<file path="config.mk">
export PLATFORM = sky130hd
export DESIGN_NAME = inbound_window_xlate
export DESIGN_NICKNAME = d
export VERILOG_FILES = /design/src/rtl/win_pkg.sv /design/src/rtl/win_regs.sv /design/src/rtl/win_match.sv /design/src/rtl/win_claim_stage.sv /design/src/rtl/inbound_window_xlate.sv
export SDC_FILE = /design/constraint.sdc
export NUM_CORES = 1
export LEC_CHECK = 0
export ABC_CLOCK_PERIOD_IN_PS = 2800
export CAP_MARGIN = 0
export CORE_MARGIN = 2
export CORE_UTILIZATION = 38
export CTS_CLUSTER_DIAMETER = 60
export DETAILED_ROUTE_END_ITERATION = 10
export DONT_BUFFER_PORTS = 1
export GPL_ROUTABILITY_DRIVEN = 0
export PLACE_DENSITY = 0.53
export RECOVER_POWER = 25
export SKIP_CTS_REPAIR_TIMING = 1
export SLEW_MARGIN = 25
export SYNTH_ARGS = -nofsm -noshare
export SYNTH_HDL_FRONTEND = slang
export SYNTH_SLANG_ARGS = --single-unit
</file>
<file path="constraint.sdc">
create_clock -name clk -period 2.8 [get_ports clk]
set_clock_uncertainty 0.05 [all_clocks]
set_input_delay 0.14 -clock clk [delete_from_list [all_inputs] [get_ports clk]]
set_output_delay 0.14 -clock clk [all_outputs]
set_load 0.02 [all_outputs]
</file>
<file path="src/rtl/win_pkg.sv">
package win_pkg;

    localparam int ADDR_W   = 32;
    localparam int PAGE_LSB = 12;
    localparam int TAG_W    = ADDR_W - PAGE_LSB;

    localparam logic [TAG_W-1:0] MASK_RESET = 20'hFF000;

    typedef enum logic [1:0] {
        SEL_BASE  = 2'd0,
        SEL_LIMIT = 2'd1,
        SEL_XLATE = 2'd2,
        SEL_NONE  = 2'd3
    } reg_sel_e;

    typedef struct packed {
        logic [TAG_W-1:0] base;
        logic [TAG_W-1:0] mask;
        logic             claim_off;
        logic [TAG_W-1:0] xlate;
    } win_cfg_t;

    typedef struct packed {
        logic              hit;
        logic [ADDR_W-1:0] addr;
    } xlat_res_t;

    function automatic logic [ADDR_W-1:0] widen_tag(input logic [TAG_W-1:0] tag);
        return {tag, {PAGE_LSB{1'b0}}};
    endfunction

endpackage

</file>
<file path="src/rtl/win_regs.sv">
module win_regs
    import win_pkg::*;
(
    input  logic              clk,
    input  logic              rst,
    input  logic              wr_en,
    input  logic [1:0]        sel,
    input  logic [ADDR_W-1:0] wdata,
    output logic [ADDR_W-1:0] rdata,
    output win_cfg_t          cfg
);

    logic [TAG_W-1:0] base_q;
    logic [TAG_W-1:0] mask_q;
    logic             off_q;
    logic [TAG_W-1:0] xlate_q;
    reg_sel_e         sel_e;

    assign sel_e = reg_sel_e'(sel);

    always_ff @(posedge clk) begin
        if (rst) begin
            base_q  <= '0;
            mask_q  <= MASK_RESET;
            off_q   <= 1'b0;
            xlate_q <= '0;
        end else if (wr_en) begin
            unique case (sel_e)
                SEL_BASE:  base_q <= wdata[ADDR_W-1:PAGE_LSB] & mask_q;
                SEL_LIMIT: begin
                    mask_q <= wdata[ADDR_W-1:PAGE_LSB];
                    off_q  <= wdata[0];
                end
                SEL_XLATE: xlate_q <= wdata[ADDR_W-1:PAGE_LSB];
                default:   ;
            endcase
        end
    end

    always_comb begin
        unique case (sel_e)
            SEL_BASE:  rdata = widen_tag(base_q & mask_q);
            SEL_LIMIT: rdata = widen_tag(mask_q) | {{(ADDR_W-1){1'b0}}, off_q};
            SEL_XLATE: rdata = widen_tag(xlate_q);
            default:   rdata = '0;
        endcase
    end

    always_comb begin
        cfg.base      = base_q;
        cfg.mask      = mask_q;
        cfg.claim_off = off_q;
        cfg.xlate     = xlate_q;
    end

endmodule

</file>
<file path="src/rtl/win_match.sv">
module win_match
    import win_pkg::*;
(
    input  logic [ADDR_W-1:0] addr,
    input  win_cfg_t          cfg,
    output xlat_res_t         res
);

    logic [TAG_W-1:0] bit_ok;
    logic [TAG_W-1:0] out_tag;

    for (genvar i = 0; i < TAG_W; i++) begin : g_bit
        assign bit_ok[i]  = ~cfg.mask[i] | (addr[PAGE_LSB+i] == cfg.base[i]);
        assign out_tag[i] = cfg.mask[i] ? cfg.xlate[i] : addr[PAGE_LSB+i];
    end

    always_comb begin
        res.hit  = (&bit_ok) & (|cfg.mask);
        res.addr = {out_tag, addr[PAGE_LSB-1:0]};
    end

endmodule

</file>
<file path="src/rtl/win_claim_stage.sv">
module win_claim_stage
    import win_pkg::*;
(
    input  logic              clk,
    input  logic              rst,
    input  logic              valid,
    input  logic              claim_off,
    input  xlat_res_t         res,
    output logic              claim,
    output logic [ADDR_W-1:0] addr_out
);

    always_ff @(posedge clk) begin
        if (rst) begin
            claim    <= 1'b0;
            addr_out <= '0;
        end else begin
            claim <= valid & res.hit & ~claim_off;
            if (valid) begin
                addr_out <= res.addr;
            end
        end
    end

endmodule

</file>
<file path="src/rtl/inbound_window_xlate.sv">
module inbound_window_xlate
    import win_pkg::*;
(
    input  logic        clk,
    input  logic        rst,
    input  logic        reg_wr,
    input  logic [1:0]  reg_sel,
    input  logic [31:0] reg_wdata,
    output logic [31:0] reg_rdata,
    input  logic        cyc_valid,
    input  logic [31:0] cyc_addr,
    output logic        claim,
    output logic [31:0] xlat_addr
);

    win_cfg_t  cfg;
    xlat_res_t res;

    win_regs u_regs (
        .clk   (clk),
        .rst   (rst),
        .wr_en (reg_wr),
        .sel   (reg_sel),
        .wdata (reg_wdata),
        .rdata (reg_rdata),
        .cfg   (cfg)
    );

    win_match u_match (
        .addr (cyc_addr),
        .cfg  (cfg),
        .res  (res)
    );

    win_claim_stage u_stage (
        .clk       (clk),
        .rst       (rst),
        .valid     (cyc_valid),
        .claim_off (cfg.claim_off),
        .res       (res),
        .claim     (claim),
        .addr_out  (xlat_addr)
    );

endmodule

</file>
# Word level (Yosys, flattened, before mapping)
# Index checks and enable logic that the tools add are counted.
# classes
n_reduce_logical	6
eq_ne	22
bitwise_logic	47
mux	21
# op_table
op	n
32-bit case mux with 3 select lines	1
20-bit bitwise AND	2
32-bit by 1-bit bitwise OR with 32-bit output	1
1-bit NOT	21
1-bit equality test	20
1-bit 2-to-1 mux	20
1-bit bitwise OR	20
20-bit AND reduction	1
20-bit OR reduction	1
2-bit AND reduction	3
1-bit bitwise AND	3
2-bit by 1-bit equality test with 1-bit output, second input constant	1
2-bit equality test, second input constant	1
2-bit logical NOT	1
# totals
elab_cells	102
register_bits	94
in_bits	70

# Logic depth before layout (Yosys ltp)
# depth
depth_word	6
ltp_mapped	6
ltp_nobuf	5

# Hierarchy
# Synthesis repeated with hierarchy kept, for this count alone.
# hier_totals
hier_cells	517
area_unflattened_um2	4992.3
# modules_own_cells
mod	cells_per_inst	area_per_inst_um2	instances
win_regs	337	3139.3	1
win_claim_stage	107	1198.6	1
win_match	73	654.4	1

# Least setup slack after synthesis
# Ideal clock, no wire load.
# synth_path
path_kind	reg2reg
from	register u_regs.base_q[6]
to	register u_stage.claim
stages_incl_launch_ff	6
t_arrival_ns	1.182
path_slack_ns	1.480
path_buffers	0
cell_sequence	dfxtp_1 -> xor2_1 -> a22o_1 -> a221oi_2 -> nand4_1 -> a311oi_2
# synth_between
elab_chain_len	6
# synth_rtl
element	line	text
start, declared	win_regs.sv:13	logic [TAG_W-1:0] base_q;
start signal, assigned	win_regs.sv:29	SEL_BASE: base_q <= wdata[ADDR_W-1:PAGE_LSB] & mask_q;
1-bit equality test	win_match.sv:13	assign bit_ok[i] = ~cfg.mask[i] | (addr[PAGE_LSB+i] == cfg.base[i]);
1-bit bitwise OR	win_match.sv:13	
20-bit AND reduction	win_match.sv:18	res.hit = (&bit_ok) & (|cfg.mask);
1-bit bitwise AND	win_match.sv:18	
1-bit bitwise AND (2 in a row)	win_claim_stage.sv:18	claim <= valid & res.hit & ~claim_off;
end signal, assigned	win_claim_stage.sv:18	
end, declared	win_claim_stage.sv:9	output logic claim,
# Every way passes these cells.
# A chain may end at the register's enable or synchronous reset.

# Worst setup path after layout
# layout_path
from	input port reg_sel[1]
to	output port reg_rdata[27]
# layout_between
elab_chain_len	2
# layout_rtl
element	line	text
start, declared	inbound_window_xlate.sv:7	input logic [1:0] reg_sel,
2-bit equality test, or another cell as far along	win_regs.sv:41	unique case (sel_e)
32-bit case mux with 3 select lines *	win_regs.sv:41	
end, declared	inbound_window_xlate.sv:9	output logic [31:0] reg_rdata,
# Every way passes the cells marked *; elsewhere a longest branch is shown, timed or not.

==> results.toml <==
[yosys]
yosysSeqAreaShare_pct = 44.88
ys_async_sr_fraction_pct = 0
ys_warn_count = 0
syn_avg_cell_area_um2 = 8.094
synth_edf_count = 0
synth_cell_types = 24
ys.flop_type = "dfxtp_1"
netlist_area_um2 = 4193
syn_inst = 518
synth-seq-cells = 94

[outcome]
violations = "negative hold slack"
status = "complete, but fails checks"

[die]
coreArea_um2 = 10790
io_pins = 135
die-area_um2 = 11890
die_y_um = 109.0
die_width_um = 109.0
rows = 38
initial_core_util_pct = 38.85

[global_route]
overflow = 0
grt_pass1_wl_mm = 18.26
grt_pass1_vias = 3256
grt_max_degree = 95
gr-usage-all-layers_pct = 20.66
antenna_found_initial = 0

[sta]
finalCritPeriodShare_pct = 64.13
slew_headroom_pct = 15.97
slew_viol_final = 0
rsz0062_at_grt = "no"
tightest_slew_ns = 1.260
whs_ns = -0.02162
setup_viol = 0
fmax_mhz = 556.9
finalHoldViolations = 1
finalCriticalPeriod_ns = 1.796
fin_setup_tns_ns = 0

[placement]
place_inst = 631
io_buffers = 0
dp_hpwl_mm = 7.924

[clock_tree]
path_clk_slew_ns = 0.08
cts_inserted_buffers = 9
cts-root-buf = "clkbuf_8"
htree_levels = 3
cts_tree = "built"
cts_buffer_depth = 2
insertion_delay_ns = 0.37
clock-sinks = 94

[worst_hold_path]
hp-class = "primary input to flop"
holdPathStages = 2

[route]
wl_met3_um = 982
vias = 3693
drc = 0
wl_met1_mm = 5.574
routed-wl-met2_mm = 5.723
drt_wl_total_mm = 12.48
drt_pre_antenna_iters = 5
routed.top_layer = "met4"
wl_per_cell_um = 17.88
ant_nets = 0
drtIter0Drc = 317
vias_per_cell = 5.291

[setup_path]
cp_slowest_cell = "clkbuf_1"
cp_cell_sequence = "inv_1, clkbuf_1, o211ai_1, nand2_1"
r2r_cells = 3
critPathLaunchType = "primary input"
worstPathMaxFanout = 23
critPathKind = "primary input to primary output"
r2r_slack_ns = 1.30
slowest_delay_ns = 0.92
worst-path-stages = 4
crit_family = "buffers and inverters"
crit_arrival_ns = 1.61
cp.required_ns = 2.61
worst_setup_path_end_kind = "primary output"
worst-path-buf-inv = 2

[cells_and_area]
synthToLayoutAreaGrowth_pct = 19.79
fin_cells = 698
finalNetCount = 624
antenna_cells = 0
layout-drive-gt1-share_pct = 4.301

[power]
cellLeakagePower_nw = 1.993
peakVddDrop_mv = 0.3734
power.total_mw = 2.824
cellPowerDensity_nw_per_um2 = 562.2

[flow_run]
cap_violations = 0
-- path summary, 6_finish.rpt --
kind | start | endpoint
worst max-delay path | reg_sel[1] | reg_rdata[27]
worst min-delay path | cyc_addr[17] | u_stage.addr_out[17]
worst max register to register | u_regs.mask_q[18] | u_stage.addr_out[30]
worst min register to register | u_regs.xlate_q[5] | u_regs.xlate_q[5]
-- registers in the layout (all words and copies together), names as in the netlist --
signal	count
u_stage.addr_out	32
u_regs.base_q	20
u_regs.mask_q	20
u_regs.xlate_q	20
u_regs.off_q	1
u_stage.claim	1
-- report_power, final --
group / switching, mW / internal (mW)
Combinational: 0.188 / 0.140
Clock: 0.471 / 0.544
Sequential: 0.0889 / 1.39
-- cell families after synthesis --
logic type,Yosys count,synth area share [%]
AND/OR/NAND/NOR,221,21.84
AO/OA/AOI/OAI,103,15.91
flip-flops,94,44.88
buffers and inverters,47,5.461
multiplexers,32,7.640
XOR/XNOR,20,4.178
other,1,0.08944
-- worst register-to-register path, delay by kind of cell, from the launching register on --
| family | cells | cell delay, ns |
|---|---|---|
| flip-flops | 1 | 0.48 |
| buffers and inverters | 1 | 0.57 |
| AO/OA/AOI/OAI | 1 | 0.08 |
| multiplexers | 1 | 0.22 |
-- placed cells by master, fill, tap and decap left out --
| cell | n |
|---|---|
| dlygate4sd3_1 | 50 |
| xor2_1 | 20 |
| a211oi_1 | 20 |
| and3_1 | 3 |
| a311oi_2 | 1 |
| dfxtp_1 | 94 |
| and2_1 | 1 |
| a221oi_1 | 3 |
| nor2_1 | 35 |
| a21oi_1 | 53 |
| nand4_1 | 2 |
| o211ai_1 | 20 |
| bufinv_16 | 2 |
| and2_0 | 1 |
| mux2i_1 | 32 |
| clkbuf_8 | 11 |
| nand3b_1 | 8 |
| buf_4 | 4 |
| clkbuf_1 | 4 |
| a22o_1 | 4 |
| a221oi_2 | 1 |
| nand2_1 | 145 |
| nand3_1 | 21 |
| clkinv_2 | 2 |
| conb_1 | 11 |
| a222oi_1 | 1 |
| nor4_1 | 5 |
| inv_1 | 1 |
| buf_16 | 2 |
| buf_12 | 1 |
-- Yosys cell counts (2+ instances only) --
| library cell | number | area (um2) |
|---|---|---|
| nand2_1 | 145 | 544.3 |
| and3_1 | 3 | 18.77 |
| mux2i_1 | 32 | 320.3 |
| clkbuf_1 | 26 | 97.59 |
| buf_4 | 11 | 82.58 |
| nor4_1 | 5 | 31.28 |
| nand3_1 | 21 | 105.1 |
| nand4_1 | 2 | 12.51 |
| a221oi_1 | 3 | 26.28 |
| nor2_1 | 35 | 131.4 |
| nand3b_1 | 8 | 60.06 |
| a22o_1 | 4 | 35.03 |
| a211oi_1 | 20 | 150.1 |
| dfxtp_1 | 94 | 1882 |
| xor2_1 | 20 | 175.2 |
| o211ai_1 | 20 | 150.1 |
| and2_1 | 2 | 12.51 |
| buf_2 | 9 | 45.04 |
| a21oi_1 | 53 | 265.3 |
-- per-stage QoR --
step                instance area [um2]  util [%]  hold WS, ns  worst slack, ns
floorplan                          4230         -       0.2141            1.480
global placement                   4260     39.47       0.1671            1.351
detailed placement                 4260     39.47       0.1694            1.293
CTS                                4482     41.53      -0.2400            1.316
global route                       5022     46.53      0.01842           0.8457
finish                             5022     46.53     -0.02162            1.004
-- layout make-up --
type	count	area (um2)
clock buffer	11	151.4
multi-input combinational	387	2120
fill	1062	5771
clock inverter	4	70.07
inverter	1	3.754
timing repair buffer	61	620.6
tap	140	175.2
sequential	94	1882
-- metal layers --
layer,vias up,GRT usage [%]
li1,1824,-
met1,1721,27.02
met2,131,31.54
met3,17,6.754
met4,0,7.967
met5,-,0
(Power assumes the default switching activity.)
